===== config.mk =====
export PLATFORM = sky130hd
export DESIGN_NAME = ac_status_tx
export DESIGN_NICKNAME = d
export VERILOG_FILES = /design/src/rtl/acst_pkg.sv /design/src/rtl/acst_slotreq.sv /design/src/rtl/acst_rd_hold.sv /design/src/rtl/acst_frame_ser.sv /design/src/rtl/ac_status_tx.sv
export SDC_FILE = /design/constraint.sdc
export NUM_CORES = 1
export LEC_CHECK = 0
export BUFFER_PORTS_ARGS = -buffer_cell sky130_fd_sc_hd__buf_2
export CAP_MARGIN = 20
export CORE_MARGIN = 5
export CORE_UTILIZATION = 49
export CTS_CLUSTER_SIZE = 30
export DETAILED_ROUTE_END_ITERATION = 7
export GPL_ROUTABILITY_DRIVEN = 1
export PLACE_DENSITY = 0.78
export SYNTH_ARGS = -nofsm -noshare
export SYNTH_HDL_FRONTEND = slang
export SYNTH_SLANG_ARGS = --single-unit
export TNS_END_PERCENT = 1

===== constraint.sdc =====
create_clock -name bit_clk -period 1.25 [get_ports bit_clk]
set_input_delay 0.0625 -clock bit_clk [delete_from_list [all_inputs] [get_ports bit_clk]]
set_output_delay 0.0625 -clock bit_clk [all_outputs]
set_load 0.01 [all_outputs]

===== src/rtl/acst_pkg.sv =====
package acst_pkg;
  localparam int IDX_W      = 7;
  localparam int DAT_W      = 16;
  localparam int N_REQ      = 10;
  localparam int TAG_W      = 16;
  localparam int SLOT_W     = 20;
  localparam int FRAME_BITS = 256;
  localparam int LOAD_W     = TAG_W + 2 * SLOT_W;
  localparam int CNT_W      = $clog2(FRAME_BITS + 1);

  typedef struct packed {
    logic [IDX_W-1:0] idx;
    logic [DAT_W-1:0] dat;
  } rd_rec_t;
endpackage


===== src/rtl/acst_slotreq.sv =====
module acst_slotreq #(
  parameter int N = acst_pkg::N_REQ
) (
  input  logic         clk,
  input  logic         rst_n,
  input  logic         vra,
  input  logic [N-1:0] pwr,
  input  logic [N-1:0] need,
  input  logic [N-1:0] r48,
  output logic [N-1:0] field
);
  // field MSB belongs to the lowest output slot
  for (genvar k = 0; k < N; k++) begin : g_slot
    assign field[N-1-k] = vra & pwr[k] & ~need[k] & ~r48[k];

    a_r6_pwr_down: assert property (@(posedge clk) disable iff (!rst_n)
      !pwr[k] |-> !field[N-1-k]);
  end

  a_r6_vra_off: assert property (@(posedge clk) disable iff (!rst_n)
    !vra |-> (field == '0));
endmodule


===== src/rtl/acst_rd_hold.sv =====
module acst_rd_hold
  import acst_pkg::*;
(
  input  logic             clk,
  input  logic             rst_n,
  input  logic             start,
  input  logic             rd_valid,
  output logic             rd_ready,
  input  logic [IDX_W-1:0] rd_index,
  input  logic [DAT_W-1:0] rd_data,
  output logic             ret_valid,
  output rd_rec_t          ret_rec
);
  assign rd_ready = 1'b1;

  always_ff @(posedge clk) begin
    if (!rst_n) begin
      ret_valid <= 1'b0;
      ret_rec   <= '0;
    end else if (rd_valid) begin
      ret_valid   <= 1'b1;
      ret_rec.idx <= rd_index;
      ret_rec.dat <= rd_data;
    end else if (start) begin
      ret_valid <= 1'b0;
    end
  end

  a_r1_always_ready: assert property (@(posedge clk) disable iff (!rst_n)
    rd_ready);
  a_r9_capture: assert property (@(posedge clk) disable iff (!rst_n)
    rd_valid |=> ret_valid && ret_rec.idx == $past(rd_index) && ret_rec.dat == $past(rd_data));
  a_r9_consume: assert property (@(posedge clk) disable iff (!rst_n)
    (start && !rd_valid) |=> !ret_valid);
endmodule


===== src/rtl/acst_frame_ser.sv =====
module acst_frame_ser
  import acst_pkg::*;
(
  input  logic             clk,
  input  logic             rst_n,
  input  logic             sync,
  input  logic             ready,
  input  logic             tag,
  input  rd_rec_t          rec,
  input  logic [N_REQ-1:0] field,
  output logic             start,
  output logic             sbit
);
  localparam int PAD1 = SLOT_W - 1 - IDX_W - N_REQ;
  localparam int PAD2 = SLOT_W - DAT_W;

  logic              sync_d;
  logic [CNT_W-1:0]  cnt;
  logic [LOAD_W-1:0] shreg;
  logic [TAG_W-1:0]  slot0;
  logic [SLOT_W-1:0] slot1, slot2;
  logic [LOAD_W-1:0] word;

  assign start = sync & ~sync_d;

  always_comb begin
    slot0 = '0;
    slot0[TAG_W-1] = ready;
    slot0[TAG_W-2] = tag;
    slot0[TAG_W-3] = tag;
    slot1 = {1'b0, (tag ? rec.idx : {IDX_W{1'b0}}), field, {PAD1{1'b0}}};
    slot2 = tag ? {rec.dat, {PAD2{1'b0}}} : '0;
    word  = {slot0, slot1, slot2};
  end

  always_ff @(posedge clk) begin
    if (!rst_n) begin
      sync_d <= 1'b0;
      cnt    <= CNT_W'(FRAME_BITS);
      shreg  <= '0;
      sbit   <= 1'b0;
    end else begin
      sync_d <= sync;
      if (start) begin
        sbit  <= word[LOAD_W-1];
        shreg <= {word[LOAD_W-2:0], 1'b0};
        cnt   <= CNT_W'(1);
      end else if (cnt < CNT_W'(FRAME_BITS)) begin
        sbit  <= shreg[LOAD_W-1];
        shreg <= {shreg[LOAD_W-2:0], 1'b0};
        cnt   <= cnt + CNT_W'(1);
      end else begin
        sbit  <= 1'b0;
      end
    end
  end

  a_r2_restart: assert property (@(posedge clk) disable iff (!rst_n)
    start |=> cnt == CNT_W'(1));
  a_r2_tail_zero: assert property (@(posedge clk) disable iff (!rst_n)
    (cnt > CNT_W'(LOAD_W)) |-> !sbit);
  a_r3_ready_first: assert property (@(posedge clk) disable iff (!rst_n)
    start |=> sbit == $past(ready));
endmodule


===== src/rtl/ac_status_tx.sv =====
module ac_status_tx
  import acst_pkg::*;
(
  input  logic             bit_clk,
  input  logic             rst_n,
  input  logic             sync,
  input  logic             codec_ready,
  input  logic             vra_en,
  input  logic [N_REQ-1:0] dac_pwr_rdy,
  input  logic [N_REQ-1:0] dac_need,
  input  logic [N_REQ-1:0] dac_rate48,
  input  logic             rd_valid,
  output logic             rd_ready,
  input  logic [IDX_W-1:0] rd_index,
  input  logic [DAT_W-1:0] rd_data,
  output logic             status_bit
);
  logic             start;
  logic             ret_valid;
  rd_rec_t          ret_rec;
  logic [N_REQ-1:0] req_field;

  acst_slotreq #(.N(N_REQ)) u_req (
    .clk(bit_clk), .rst_n(rst_n), .vra(vra_en), .pwr(dac_pwr_rdy),
    .need(dac_need), .r48(dac_rate48), .field(req_field)
  );

  acst_rd_hold u_hold (
    .clk(bit_clk), .rst_n(rst_n), .start(start), .rd_valid(rd_valid),
    .rd_ready(rd_ready), .rd_index(rd_index), .rd_data(rd_data),
    .ret_valid(ret_valid), .ret_rec(ret_rec)
  );

  acst_frame_ser u_ser (
    .clk(bit_clk), .rst_n(rst_n), .sync(sync), .ready(codec_ready),
    .tag(ret_valid), .rec(ret_rec), .field(req_field),
    .start(start), .sbit(status_bit)
  );
endmodule


==> results of run 1 <==
-- cell usage in the layout (no fill, tap or decap), drive strengths merged, types with 3 or more instances in the layout --
master / n
dfxtp: 89
buf: 80
mux2i: 54
dlygate4sd3: 42
nand2: 39
nor2: 33
nor2b: 26
nand3: 26
a21boi: 25
mux2: 23
clkbuf: 14
o22ai: 9
a21oi: 6
o21ai: 3
xor2: 3
-- state kept, by name (all words and copies together) (netlist names) --
signal,count
u_hold.ret_valid,1
u_ser.shreg,54
u_hold.ret_rec,23
u_ser.sbit,1
u_ser.sync_d,1
u_ser.cnt,9
-- cell type report --
| type | count | area, sq um |
|---|---|---|
| fill | 618 | 2730 |
| multi-input combinational | 264 | 1860 |
| sequential | 89 | 1790 |
| timing repair buffer | 122 | 940 |
| clock buffer | 14 | 163 |
| tap | 102 | 128 |
-- critical path: cells and delay by family, from the launching register on --
family / cells / cell delay (ns)
multiplexers: 1 / 0.34
flip-flops: 1 / 0.42
buffers and inverters: 1 / 0.19
AO/OA/AOI/OAI: 1 / 0.07
AND/OR/NAND/NOR: 1 / 0.07
-- layer usage --
layer  part of all wire (%)  vias up
met4                    1.6        0
li1                       -     1513
met1                     47     1374
met2                     49       37
met3                    3.0       11
met5                      0        -
-- path summary, 6_finish.rpt --
kind / startpoint / endpoint / slack [ns] / depth (start not counted)
setup / recovery: u_ser.cnt[8] / u_ser.shreg[7] / 0.04 / 4
hold / removal: dac_rate48[0] / u_ser.shreg[32] / 0.02 / 4
hold reg to reg: u_ser.shreg[2] / u_ser.shreg[2] / 0.45 / 2
setup reg to reg: u_ser.cnt[8] / u_ser.shreg[7] / 0.04 / 4
-- what timing repair did --
action / in CTS / in global routing
pin swaps: 0 / 1
hold buffers: 42 / 0
endpoints found under the hold margin: 34 / 0
endpoints found under the setup margin: 2 / 19
gates cloned: 0 / 0
gates resized for setup: 1 / 11
-- cells by family after synthesis --
family / count (synthesis) / share of synthesized area [%]
compound gates: 46 / 8.32
other cells: 1 / 0.0997
flops: 89 / 47.4
xor+xnor: 4 / 0.932
mux: 77 / 21.3
fa+ha+maj: 1 / 0.333
buf+inv: 29 / 4.13
simple gates: 135 / 17.5
-- power groups by stage --
stage               registers (mW)  logic, mW  clock network, mW
finish                        2.97      0.718               1.72
global route                  2.98      0.785               1.89
CTS                           2.97      0.707               1.77
detailed placement            3.03      0.611                  0
global placement              3.03      0.593                  0
floorplan                     3.01      0.410                  0
-- through the flow --
step / utilization (%) / instances / hold slack (ns) / total power [mW]
6_report: 64.1 / 591 / 0.0227 / 5.40
4_1_cts: 63.6 / 591 / 0.00659 / 5.44
5_1_grt: 64.1 / 591 / 0.0227 / 5.65
3_3_place_gp: 55.9 / 535 / 0.316 / 3.62
2_1_floorplan: - / 382 / 0.190 / 3.42
3_5_place_dp: 55.9 / 535 / 0.311 / 3.64
==> summary by stage, run 1 <==
Run status
The run finished with clean final reports.

Yosys
The most frequently used cell type in the post-synthesis netlist is dfxtp_1. By area the synthesized netlist is led by dfxtp_1 (47%), mux2i_1 (14%), mux2_2 (6.9%). By count the netlist is led by dfxtp_1 (89), mux2i_1 (54), nand2_1 (39), nor2_1 (33), nor2b_1 (26). The gate count after technology mapping is 382. In this run, synthesis inferred 0 flip-flops with an integrated enable.

The count of different cell masters after synthesis is 32. The async set-reset flop share out of synthesis is 0%. The share of the Yosys chip area taken by registers is 47.4%.

The number of nets handed over by synthesis was 442. The synthesized area divided by synthesized cell count is 9.84 sq um. The top cell type's share of synthesized area is 47.4%. Summed over all instances, the cell type with the most area after synthesis is dfxtp_1. The most used flip-flop cell after synthesis is dfxtp_1.

Summing every instance area after synthesis gives 0.00376 sq mm. For this run, the number of Yosys warnings is 0. The synthesized design contains 89 register bits.

Pwr
The power density normalized to cell area is 1110 mW/mm^2. Summed over all nets, the switching power comes to 1.26 mW. The relative contribution of combinational cells to total power is 13.3%. The sequential cell fraction of total power is 54.9%. Summed over all cells, the static leakage comes to 2.09 nW. Internal power comes to 4.14 mW. The largest voltage drop on the vdd net is 0.708 mV. The clock network accounts for 31.8% of the total power. In this run switching power makes up 23.4% of total power.

Clock network
The register clock-pin slew on the reported worst setup and hold paths is 0.08 ns. For this design, the sink count on the clock tree is 89. Clock tree synthesis selected as its root buffer the cell clkbuf_8. The H-tree generated during clock tree synthesis spans 3 levels.

The number of CTS-inserted buffers is 9. TritonCTS built the clock tree. The insertion delay to the later sink of the worst-skew pair is 0.34 ns. After clock tree synthesis, the setup repair step added 0 buffers. The longest clock path from root to sink contains 2 buffers.

Setup path
The worst path arrival time is 1.44 ns. The required time at the endpoint of the critical path is 1.48 ns. For this design, the slowest cell found on the critical path is dfxtp_4. The largest stage delay on the critical path is 0.42 ns. The category of the critical setup timing path is flop to flop. The signal on the critical path passes through buf_12 > mux2_2 > nand2_1 > a21boi_0.

The capturing element type of the critical path is a flop. The critical-path maximum fanout is 17. The worst setup path is launched from a flop.

Timing
The largest clock skew in the final design is 0.00541 ns. Setup violations remaining at the end of the flow were counted as 0. Once routing completed, OpenROAD measured the worst setup slack at 0.0448 ns. The aggregate negative setup slack is 0 ns. The final period utilization is 96.4%. The shortest period the worst path allows is 1.21 ns.

Setup repair after global routing could not meet its margin everywhere. The total count of hold-check failures in the final report is 0. The number of pins exceeding their max-slew limit in the final report came to 0. The maximum clock frequency is 830 MHz.

Global route
The number of global-route vias before repair came to 2974. The aggregate global-route resource usage is 15.9%. The most congested layer reported by global routing is met2. For this run, global-route usage on met1 was measured as 18.1%. The wire length of the first global-routing pass is 12700 um. The total overflow reported by the global router is 0.

The met2 track demand over resource is 28.4%. For this run, global-route usage on met3 was measured as 3.37%. The number of antenna violations at the first check in global routing came to 0. The largest net degree at the start of global routing is 36.

Place
The half-perimeter wire length after detailed placement is 4860 um. In this run the cell area measured after placement is 0.00425 sq mm. Input and output buffers added on the ports amount to 59. The routability congestion estimate from global placement is 0.756. The setup slack after placement is 0.0241 ns.

Detailed routing
The wire length per cell is 12.5 um. Wires add up to 7380 um. The first detailed-routing pass ran for 4 iterations.

The number of DRC markers after the initial detailed-route iteration is 60. The via count is 2935. The residual DRC count is 0. The count of nets left with antenna violations once routing finished came out at 0. Dividing the detail-routed via count by the number of cells gives 4.97.

Die
The area of the die is 0.00952 sq mm. The number of standard-cell rows in the floorplan is 32. 61 I/O pins were placed. Once the floorplan was initialized, standard cells occupied 49.4% of the core.

The die width is 97.6 um. The die is 97.6 um tall. The floorplan step defined a core boundary enclosing 0.00761 sq mm.

Flow run
Across the run, the number of max-cap violations was 0.

Finish
The count of nets after finishing is 546. The repair_antennas step left the layout with diodes totalling 0. The post-route netlist has 25.6% of its cells at a drive strength greater than 1. Summing all non-filler instances in the final layout gives an area of 0.00487 sq mm.

The area growth from synthesis to layout is 29.7%.

Hold path
The kind of path behind the tightest hold check is input pin to flop.
(Power assumes the default switching activity.)
==> inputs of run 2 (changes only) <==
--- a/config.mk
+++ b/config.mk
@@ -5,6 +5,7 @@
 export SDC_FILE = /design/constraint.sdc
 export NUM_CORES = 1
 export LEC_CHECK = 0
+export ABC_AREA = 1
 export BUFFER_PORTS_ARGS = -buffer_cell sky130_fd_sc_hd__buf_2
 export CAP_MARGIN = 20
 export CORE_MARGIN = 5
@@ -12,7 +13,8 @@
 export CTS_CLUSTER_SIZE = 30
 export DETAILED_ROUTE_END_ITERATION = 7
 export GPL_ROUTABILITY_DRIVEN = 1
-export PLACE_DENSITY = 0.78
+export PLACE_DENSITY = 0.77
+export SLEW_MARGIN = 10
 export SYNTH_ARGS = -nofsm -noshare
 export SYNTH_HDL_FRONTEND = slang
 export SYNTH_SLANG_ARGS = --single-unit
==> run 2 against run 1 <==
  * Non-clock buffer count shrank 5
  * Clock-buffer cell count shrank 4
  * Worst hold slack gained 0.019 ns
  * Synthesized cell count grew 31%
  * Utilization shrank 1.5 points
  * Highest routed layer unchanged
==> summary by stage, run 2 <==
Die
The die width is 97.7 um (+0.15%). The die height came to 97.7 um (+0.15%). The initial cell density of the core was 49.6% (+0.16 points).

The area of the die is 0.00955 sq mm (+0.30%). The I/O pin count is 61 (unchanged). The number of standard-cell rows in the floorplan is 32 (unchanged).

The area of the core is 0.00761 sq mm (unchanged).

Timing
The shortest period the worst path allows is 1.14 ns (-0.0624 ns). The number of pins exceeding their max-slew limit in the final report came to 0 (unchanged). The largest clock skew in the final design is 0.0105 ns (+0.00505 ns).

The maximum clock frequency is 875 MHz (+5.5%). The setup slack of the critical path after layout was 0.107 ns (+0.0624 ns). The total count of hold-check failures in the final report is 0 (unchanged).

The hold slack is 0.0422 ns (+0.0195 ns). The final number of setup-violating endpoints was 0 (unchanged). The final period utilization is 91.4% (-5.0 points).

Yosys
The synthesized area divided by synthesized cell count was 7.54 sq um (-23%). Of all cell types, the one taking the most synthesized area is dfxtp_1. The most frequently used cell type in the post-synthesis netlist is nand2_1. The post-synthesis share of cell area spent on and, or, nand and nor gates is 30.2% (+13 points). The commonest cells after synthesis are nand2_1 (140), dfxtp_1 (89), nor2_1 (59), o21ai_0 (55), a21oi_1 (38). The area fraction in compound gates after synthesis is 13.6% (+5.2 points).

The number of nets produced by synthesis is 560 (+27%). The async set-reset flop share out of synthesis is 0% (unchanged). The count of different cell masters after synthesis was 31 (-3.1%). The top cell type's share of synthesized area came to 47.2% (-0.16 points). The summed instance area of the synthesized netlist is 0.00377 sq mm (+0.33%).

The sequential element share of the synthesized area is 47.2% (-0.16 points). The combinational family with the most area after synthesis is simple AND/OR/NAND/NOR gates. The number of warnings printed during yosys synthesis was 0 (unchanged).

The gate count after technology mapping is 500 (+31%). The number of synthesized register bits is 89 (unchanged). The share of synthesized cell area in full adder, half adder and majority cells is 0.332% (-0.0011 points).

The number of enable flip-flop cells after synthesis is 0 (unchanged). In the synthesized netlist the dominant register cell turns out to be dfxtp_1. The post-synthesis xor/xnor area fraction is 0% (-0.93 points). The share of synthesized area spent on multiplexers is 0% (-21 points). Sorting the synthesized cells by area gives the leading types as dfxtp_1 (47%), nand2_1 (14%), o21ai_0 (7.3%).

Setup path
The required time at the endpoint of the critical path came to 1.55 ns (+0.07 ns). The worst path arrival time is 1.44 ns (about the same). The capturing element type of the critical path is a flop. The worst register-to-register path begins at u_ser.sync_d.

The largest stage delay on the critical path is 0.35 ns (-0.07 ns). The critical path goes through inv_2 > nand2_4 > nand2_4 > inv_6 > nor2_8 > nand2_1 > nand2_1. The combined buffer and inverter count along the critical path came to 2 (+1). The critical path in this run is classified as flop to flop. The critical-path maximum fanout is 13 (-4). The cell type group with the largest total delay on the critical path is simple AND/OR/NAND/NOR gates.

For this design, the slowest cell found on the critical path is dfxtp_2. The nature of the critical path startpoint is a flop. The most critical setup path has its startpoint at u_ser.sync_d.

Clock network
The number of buffers inserted by post-CTS setup repair was 0 (unchanged). The register clock-pin slew on the reported worst setup and hold paths is 0.09 ns (about the same). The insertion delay to the later sink of the worst-skew pair is 0.35 ns (about the same).

The number of sinks on the clock net came to 89 (unchanged). The buffer levels on the longest clock path is 2 (unchanged). The clock tree from TritonCTS is built. The number of CTS-inserted buffers was 9 (unchanged). The clock tree root driver cell is clkbuf_8. The number of levels the H-tree was split into is 3 (unchanged).

Detailed routing
The wire length per cell is 12.2 um (-2.7%). The via count is 3434 (+17%). The final routed wirelength across all metal layers is 8560 um (+16%). The post-detailed-route via-to-cell ratio is 4.88 (-1.8%). The number of nets with antenna violations after detailed routing is 0 (unchanged).

The residual DRC count was 0 (unchanged). The detailed-router iteration count before antenna repair came to 4 (unchanged). The number of DRC markers after the initial detailed-route iteration is 117 (+95%).

Finish
The area taken by flip-flops and latches was 0.00179 sq mm (-0.21%). Leaving out fill and tap cells, the most frequent cell in the layout is nand2_1. The filler cell count came to 660 (+6.8%). The antenna diode count was 0 (unchanged). The largest registers in the layout are u_ser.shreg: 54 flops, u_hold.ret_rec: 23 flops, u_ser.cnt: 9 flops. The count of nets after finishing is 657 (+20%). The layout cell share with drive strength beyond 1 is 19.1% (-6.5 points). The post-route standard cell area excluding fillers is 0.00476 sq mm (-2.4%). The multi-input combinational cell area is 0.00168 sq mm (-9.7%). In the layout the commonest cells are nand2_1 (140), dfxtp_1 (86), nor2_1 (59), buf_2 (59), o21ai_0 (55). The area growth from synthesis to layout is 26.1%.

The number of flip-flops under the largest register name is 54 (unchanged). The count of placed standard cells in the final layout, fillers left out is 704 (+19%). The register with the most flip-flops is u_ser.shreg.

Place
The port buffer count is 59 (unchanged). The instance area at placement is 0.00409 sq mm (-3.8%). The placed instance count came to 643 (+20%). The setup slack after placement is 0.0630 ns (+0.0390 ns). The half-perimeter wire length after detailed placement came to 5280 um (+8.6%). The routability congestion estimate from global placement is 0.750 (-0.75%).

Global route
The number of antenna violations at the first check in global routing is 0 (unchanged). The total overflow reported by the global router is 0 (unchanged). The wire length of the first global-routing pass came to 14900 um (+17%). The aggregate global-route resource usage is 18.5% (+2.6 points).

The number of global-route vias before repair is 3395 (+14%). The largest net degree at the start of global routing came to 51 (+42%).

Flow run
The number of max-capacitance violations reported came to 0 (unchanged).

Run status
The run finished with clean final reports.

Pwr
The largest voltage drop on the vdd net came to 0.872 mV (+23%). The total design power is 5.76 mW (+6.5%). The power density normalized to cell area is 1210 mW/mm^2 (+9.1%).

The leakage power is 2.02 nW (-3.5%).

Hold path
In this run the most critical hold path is launched from rst_n. The worst hold path belongs to the class input pin to flop.
==> run 2: changes by cell type in the layout (fill, tap and decap cells not counted), sizes merged, moves of 24 or more <==
cell | previous run | this run
a21boi | 25 | 0
a21oi | 6 | 38
inv | 0 | 24
mux2i | 54 | 0
nand2 | 39 | 143
nor2 | 33 | 65
nor2b | 26 | 0
o21ai | 3 | 63
==> run 2: layer usage <==
layer  GRT usage, %  wire [um]  vias up
li1               -          -     1805
met1           22.7       3870     1537
met2           31.6       4190       75
met3           4.93        360       17
met4           5.96        130        0
met5              0          0        -
==> run 2: path summary, 6_finish.rpt <==
kind	to	slack, ns	depth (start not counted)
max	u_ser.shreg[19]	0.11	7
min	u_ser.shreg[32]	0.04	3
max reg2reg	u_ser.shreg[19]	0.11	7
min reg2reg	u_ser.shreg[2]	0.44	2
==> run 2: cell families after synthesis <==
family                   after synthesis
other                                  1
buffers and inverters                 52
flip-flops                            89
adder cells (fa/ha/maj)                1
AND/OR/NAND/NOR                      255
AO/OA/AOI/OAI                        102
==> run 2: through the flow <==
step,utilization (%),setup TNS (ns)
2_1_floorplan,-,0
3_3_place_gp,53.8,0
3_5_place_dp,53.8,0
4_1_cts,62.3,0
5_1_grt,62.5,-0.00330
6_report,62.5,0
==> run 2: timing repair <==
action	in CTS	in global routing
setup endpoints to repair	0	34
gates resized for setup	0	7
hold buffers	45	0
hold endpoints to repair	34	0
==> run 2: report_power, final <==
group	internal, mW	switching (mW)
clock network	0.958	1.05
registers	2.96	0.0645
logic	0.340	0.384
==> run 2: tightest hold or removal path: stages <==
cell and delay (ns):
buf_2 0.14, nand3_2 0.08, o21ai_0 0.07
==> run 2: final cells by class <==
class	instances	share of cell area, %
multi-input cells	359	35.2
inverters	21	1.87
flip-flops and latches	89	37.5
clock buffers	10	2.68
clock inverters	6	1.53
repair buffers	117	18.5
well taps	102	2.68
==> inputs of run 3 (changes only) <==
--- a/config.mk
+++ b/config.mk
@@ -10,6 +10,7 @@
 export CAP_MARGIN = 20
 export CORE_MARGIN = 5
 export CORE_UTILIZATION = 49
+export CTS_BUF_LIST = sky130_fd_sc_hd__clkbuf_2
 export CTS_CLUSTER_SIZE = 30
 export DETAILED_ROUTE_END_ITERATION = 7
 export GPL_ROUTABILITY_DRIVEN = 1
==> run 3 against run 2 <==
  * Sequential cell count did not move
  * Critical endpoint is now u_hold.ret_rec[4]
  * Largest power group unchanged
  * Maximum frequency fell by 6.7%
  * Non-clock buffer count rose by 26
  * Clock-buffer cell count did not move
  * Via count rose by 7.7%
  * Critical path depth fell by 4
  * Clock power fell by 23%
  * Combinational power rose by 13%
  * Routed wire length rose by 9.7%
  * Final cell count rose by 3.8%
==> summary by stage, run 3 (synthesis results as in run 2) <==
Clock network
The number of CTS-inserted buffers is 9 (unchanged). TritonCTS built the clock tree. The number of levels the H-tree was split into was 3 (unchanged). The tree is rooted in a clkbuf_2. The insertion delay to the later sink of the worst-skew pair came to 0.55 ns (+0.20 ns). The number of sinks on the clock net came to 89 (unchanged).

The buffer levels on the longest clock path is 2 (unchanged). The register clock-pin slew on the reported worst setup and hold paths is 0.25 ns (+0.16 ns).

Pwr
The switching power of the nets is 1.52 mW (+1.1%). The fraction of power spent switching nets is 28.1% (+2.0 points). The fraction of power consumed by the clock network is 28.6% (-6.3 points). The sequential cell fraction of total power came to 56.3% (+3.8 points).

The total design power is 5.40 mW (-6.2%). The largest voltage drop on the vdd net is 0.774 mV (-11%). The leakage power is 2.16 nW (+6.8%). The power density normalized to cell area is 1090 mW/mm^2 (-10%). The total internal power is 3.88 mW (-8.8%). The relative contribution of combinational cells to total power was 15.2% (+2.6 points).

Setup path
The worst path arrival time came to 1.69 ns (+0.25 ns). The origin of the critical flop-to-flop path is u_hold.ret_rec[4]. The critical-path maximum fanout is 2 (-11).

The number of stages on the worst setup path is 3 (-4). The cell type group with the largest total delay on the critical path is buffers and inverters. The combined buffer and inverter count along the critical path was 1 (-1).

The start point of the critical path is u_hold.ret_rec[4]. The cell count of the worst reg-to-reg path came to 3 (-4). On the critical path, the stage with the largest delay is an instance of dlygate4sd3_1.

The required time at the endpoint of the critical path is 1.72 ns (+0.17 ns). The largest stage delay on the critical path came to 0.56 ns (+0.21 ns). The endpoint identified for the worst register-to-register timing path is u_hold.ret_rec[4]. The nature of the critical path startpoint is a flop. The capturing element type of the critical path is a flop. Traced cell by cell, the critical path runs through o21ai_1 > nor2_1 > dlygate4sd3_1. The setup slack of the most critical reg-to-reg path is 0.02 ns (-0.08 ns). The category of the critical setup timing path is flop to flop.

The most critical setup path has its endpoint at u_hold.ret_rec[4].

Detailed routing
The via count is 3698 (+7.7%). The detailed-router iteration count before antenna repair is 5 (+1). The number of nets with antenna violations after detailed routing is 0 (unchanged).

The number of DRC markers after the initial detailed-route iteration came to 149 (+27%). The residual DRC count is 0 (unchanged). The final routed wirelength across all metal layers was 9380 um (+9.7%). The post-detailed-route via-to-cell ratio came to 5.06 (+3.7%). The wire length per cell is 12.8 um (+5.6%).

Global route
The largest net degree at the start of global routing is 51 (unchanged). The wire length of the first global-routing pass is 16100 um (+8.4%). The number of global-route vias before repair is 3573 (+5.2%). The aggregate global-route resource usage came to 20.3% (+1.8 points). The number of antenna violations at the first check in global routing is 0 (unchanged).

The total overflow reported by the global router is 0 (unchanged).

Timing
The maximum clock frequency was 816 MHz (-6.7%). The total count of hold-check failures in the final report is 0 (unchanged). The shortest period the worst path allows was 1.23 ns (+0.0827 ns). The final period utilization is 98.0% (+6.6 points).

The number of pins exceeding their max-slew limit in the final report is 0 (unchanged). The largest clock skew in the final design is 0.0172 ns (+0.00672 ns). Setup repair after global routing could not meet its margin everywhere. The final number of setup-violating endpoints is 0 (unchanged).

Finish
The area growth from synthesis to layout is 31.6%. The register with the most flip-flops is u_ser.shreg. The number of flip-flops under the largest register name is 54 (unchanged). The layout cell share with drive strength beyond 1 was 19.7% (+0.61 points). The count of nets after finishing is 684 (+4.1%). The count of placed standard cells in the final layout, fillers left out is 731 (+3.8%). The library cell used most frequently in the layout, excluding fill and tap cells, is nand2_1. Leaving out fill and tap cells, the most frequent cells in the layout are nand2_1 (140), dfxtp_1 (79), dlygate4sd3_1 (71), nor2_1 (59), buf_2 (59).

The largest registers in the layout are u_ser.shreg: 54 flops, u_hold.ret_rec: 23 flops, u_ser.cnt: 9 flops. The filler cell count is 665 (+0.76%). The antenna diode count came to 0 (unchanged).

Die
The number of standard-cell rows in the floorplan was 32 (unchanged). The area of the die came to 0.00955 sq mm (unchanged). The initial cell density of the core came to 49.6% (unchanged). The area of the core is 0.00761 sq mm (unchanged). The I/O pin count is 61 (unchanged). The die width is 97.7 um (unchanged). The die height came to 97.7 um (unchanged).

Place
The port buffer count is 59 (unchanged). The placed instance count was 643 (unchanged). The half-perimeter wire length after detailed placement is 5280 um (unchanged). The routability congestion estimate from global placement was 0.750 (unchanged).

Flow run
The number of max-capacitance violations reported is 0 (unchanged).

Run status
The flow ran to the end, and the final reports show no timing, DRC or antenna violations.

Hold path
The tightest min-delay check is of the input pin to flop type.
run 3: power groups by stage:
stage                     sequential (mW)  clock [mW]  combinational, mW
after floorplan                      3.07           0              0.450
after global placement               3.08           0              0.584
after detailed placement             3.08           0              0.598
after CTS                            3.03        1.57              0.778
after global routing                 3.06        1.72              0.909
final                                3.04        1.54              0.819
run 3: area by class of cell:
| class | instances | area, sq um | share of cell area, % |
|---|---|---|---|
| flip-flops and latches | 89 | 1800 | 36.2 |
| multi-input cells | 360 | 1690 | 34.0 |
| repair buffers | 143 | 1140 | 23.0 |
| well taps | 102 | 128 | 2.57 |
| inverters | 21 | 91.3 | 1.84 |
| clock inverters | 6 | 72.6 | 1.46 |
| clock buffers | 10 | 50.0 | 1.01 |
run 3: timing repair:
| action | CTS | global route |
|---|---|---|
| setup endpoints to repair | 0 | 57 |
| hold endpoints to repair | 53 | 0 |
| hold buffers | 71 | 0 |
| gates resized for setup | 0 | 27 |
| setup buffers | 0 | 0 |
run 3: layer usage:
| metal | wire, um | track usage (%) | vias up |
|---|---|---|---|
| met5 | 0 | 0 | - |
| met4 | 237 | 7.88 | 0 |
| met3 | 436 | 3.21 | 22 |
| met2 | 4770 | 36.6 | 101 |
| met1 | 3940 | 24.1 | 1714 |
| li1 | - | - | 1861 |
run 3: worst min-delay path by stage:
stage	depth (start not counted)	end	slack, ns	start
6_report	4	u_ser.sync_d	0.03	rst_n
5_1_grt	4	u_ser.sync_d	0.01	rst_n
4_1_cts	4	u_ser.sync_d	0.005	rst_n
3_5_place_dp	3	u_hold.ret_rec[15]	0.29	rd_data[15]
3_3_place_gp	3	u_hold.ret_rec[3]	0.28	rd_data[3]
2_1_floorplan	2	u_ser.sync_d	0.16	sync
run 3: metrics by stage:
stage | hold WS [ns] | setup TNS (ns) | area, sq um | setup slack (ns) | util (%)
2_1_floorplan | 0.160 | 0 | 3770 | 0.205 | -
3_3_place_gp | 0.283 | 0 | 4090 | 0.0735 | 53.8
3_5_place_dp | 0.287 | 0 | 4090 | 0.0630 | 53.8
4_1_cts | 0.00526 | 0 | 4920 | 0.0201 | 64.7
5_1_grt | 0.00979 | -0.197 | 4970 | -0.0203 | 65.3
6_report | 0.0342 | 0 | 4970 | 0.0245 | 65.3
run 3: worst reg2reg max path: cells and delay by family (launching register included):
| family | cells | cell delay (ns) |
|---|---|---|
| flops | 1 | 0.38 |
| compound gates | 1 | 0.15 |
| buf+inv | 1 | 0.56 |
| simple gates | 1 | 0.07 |
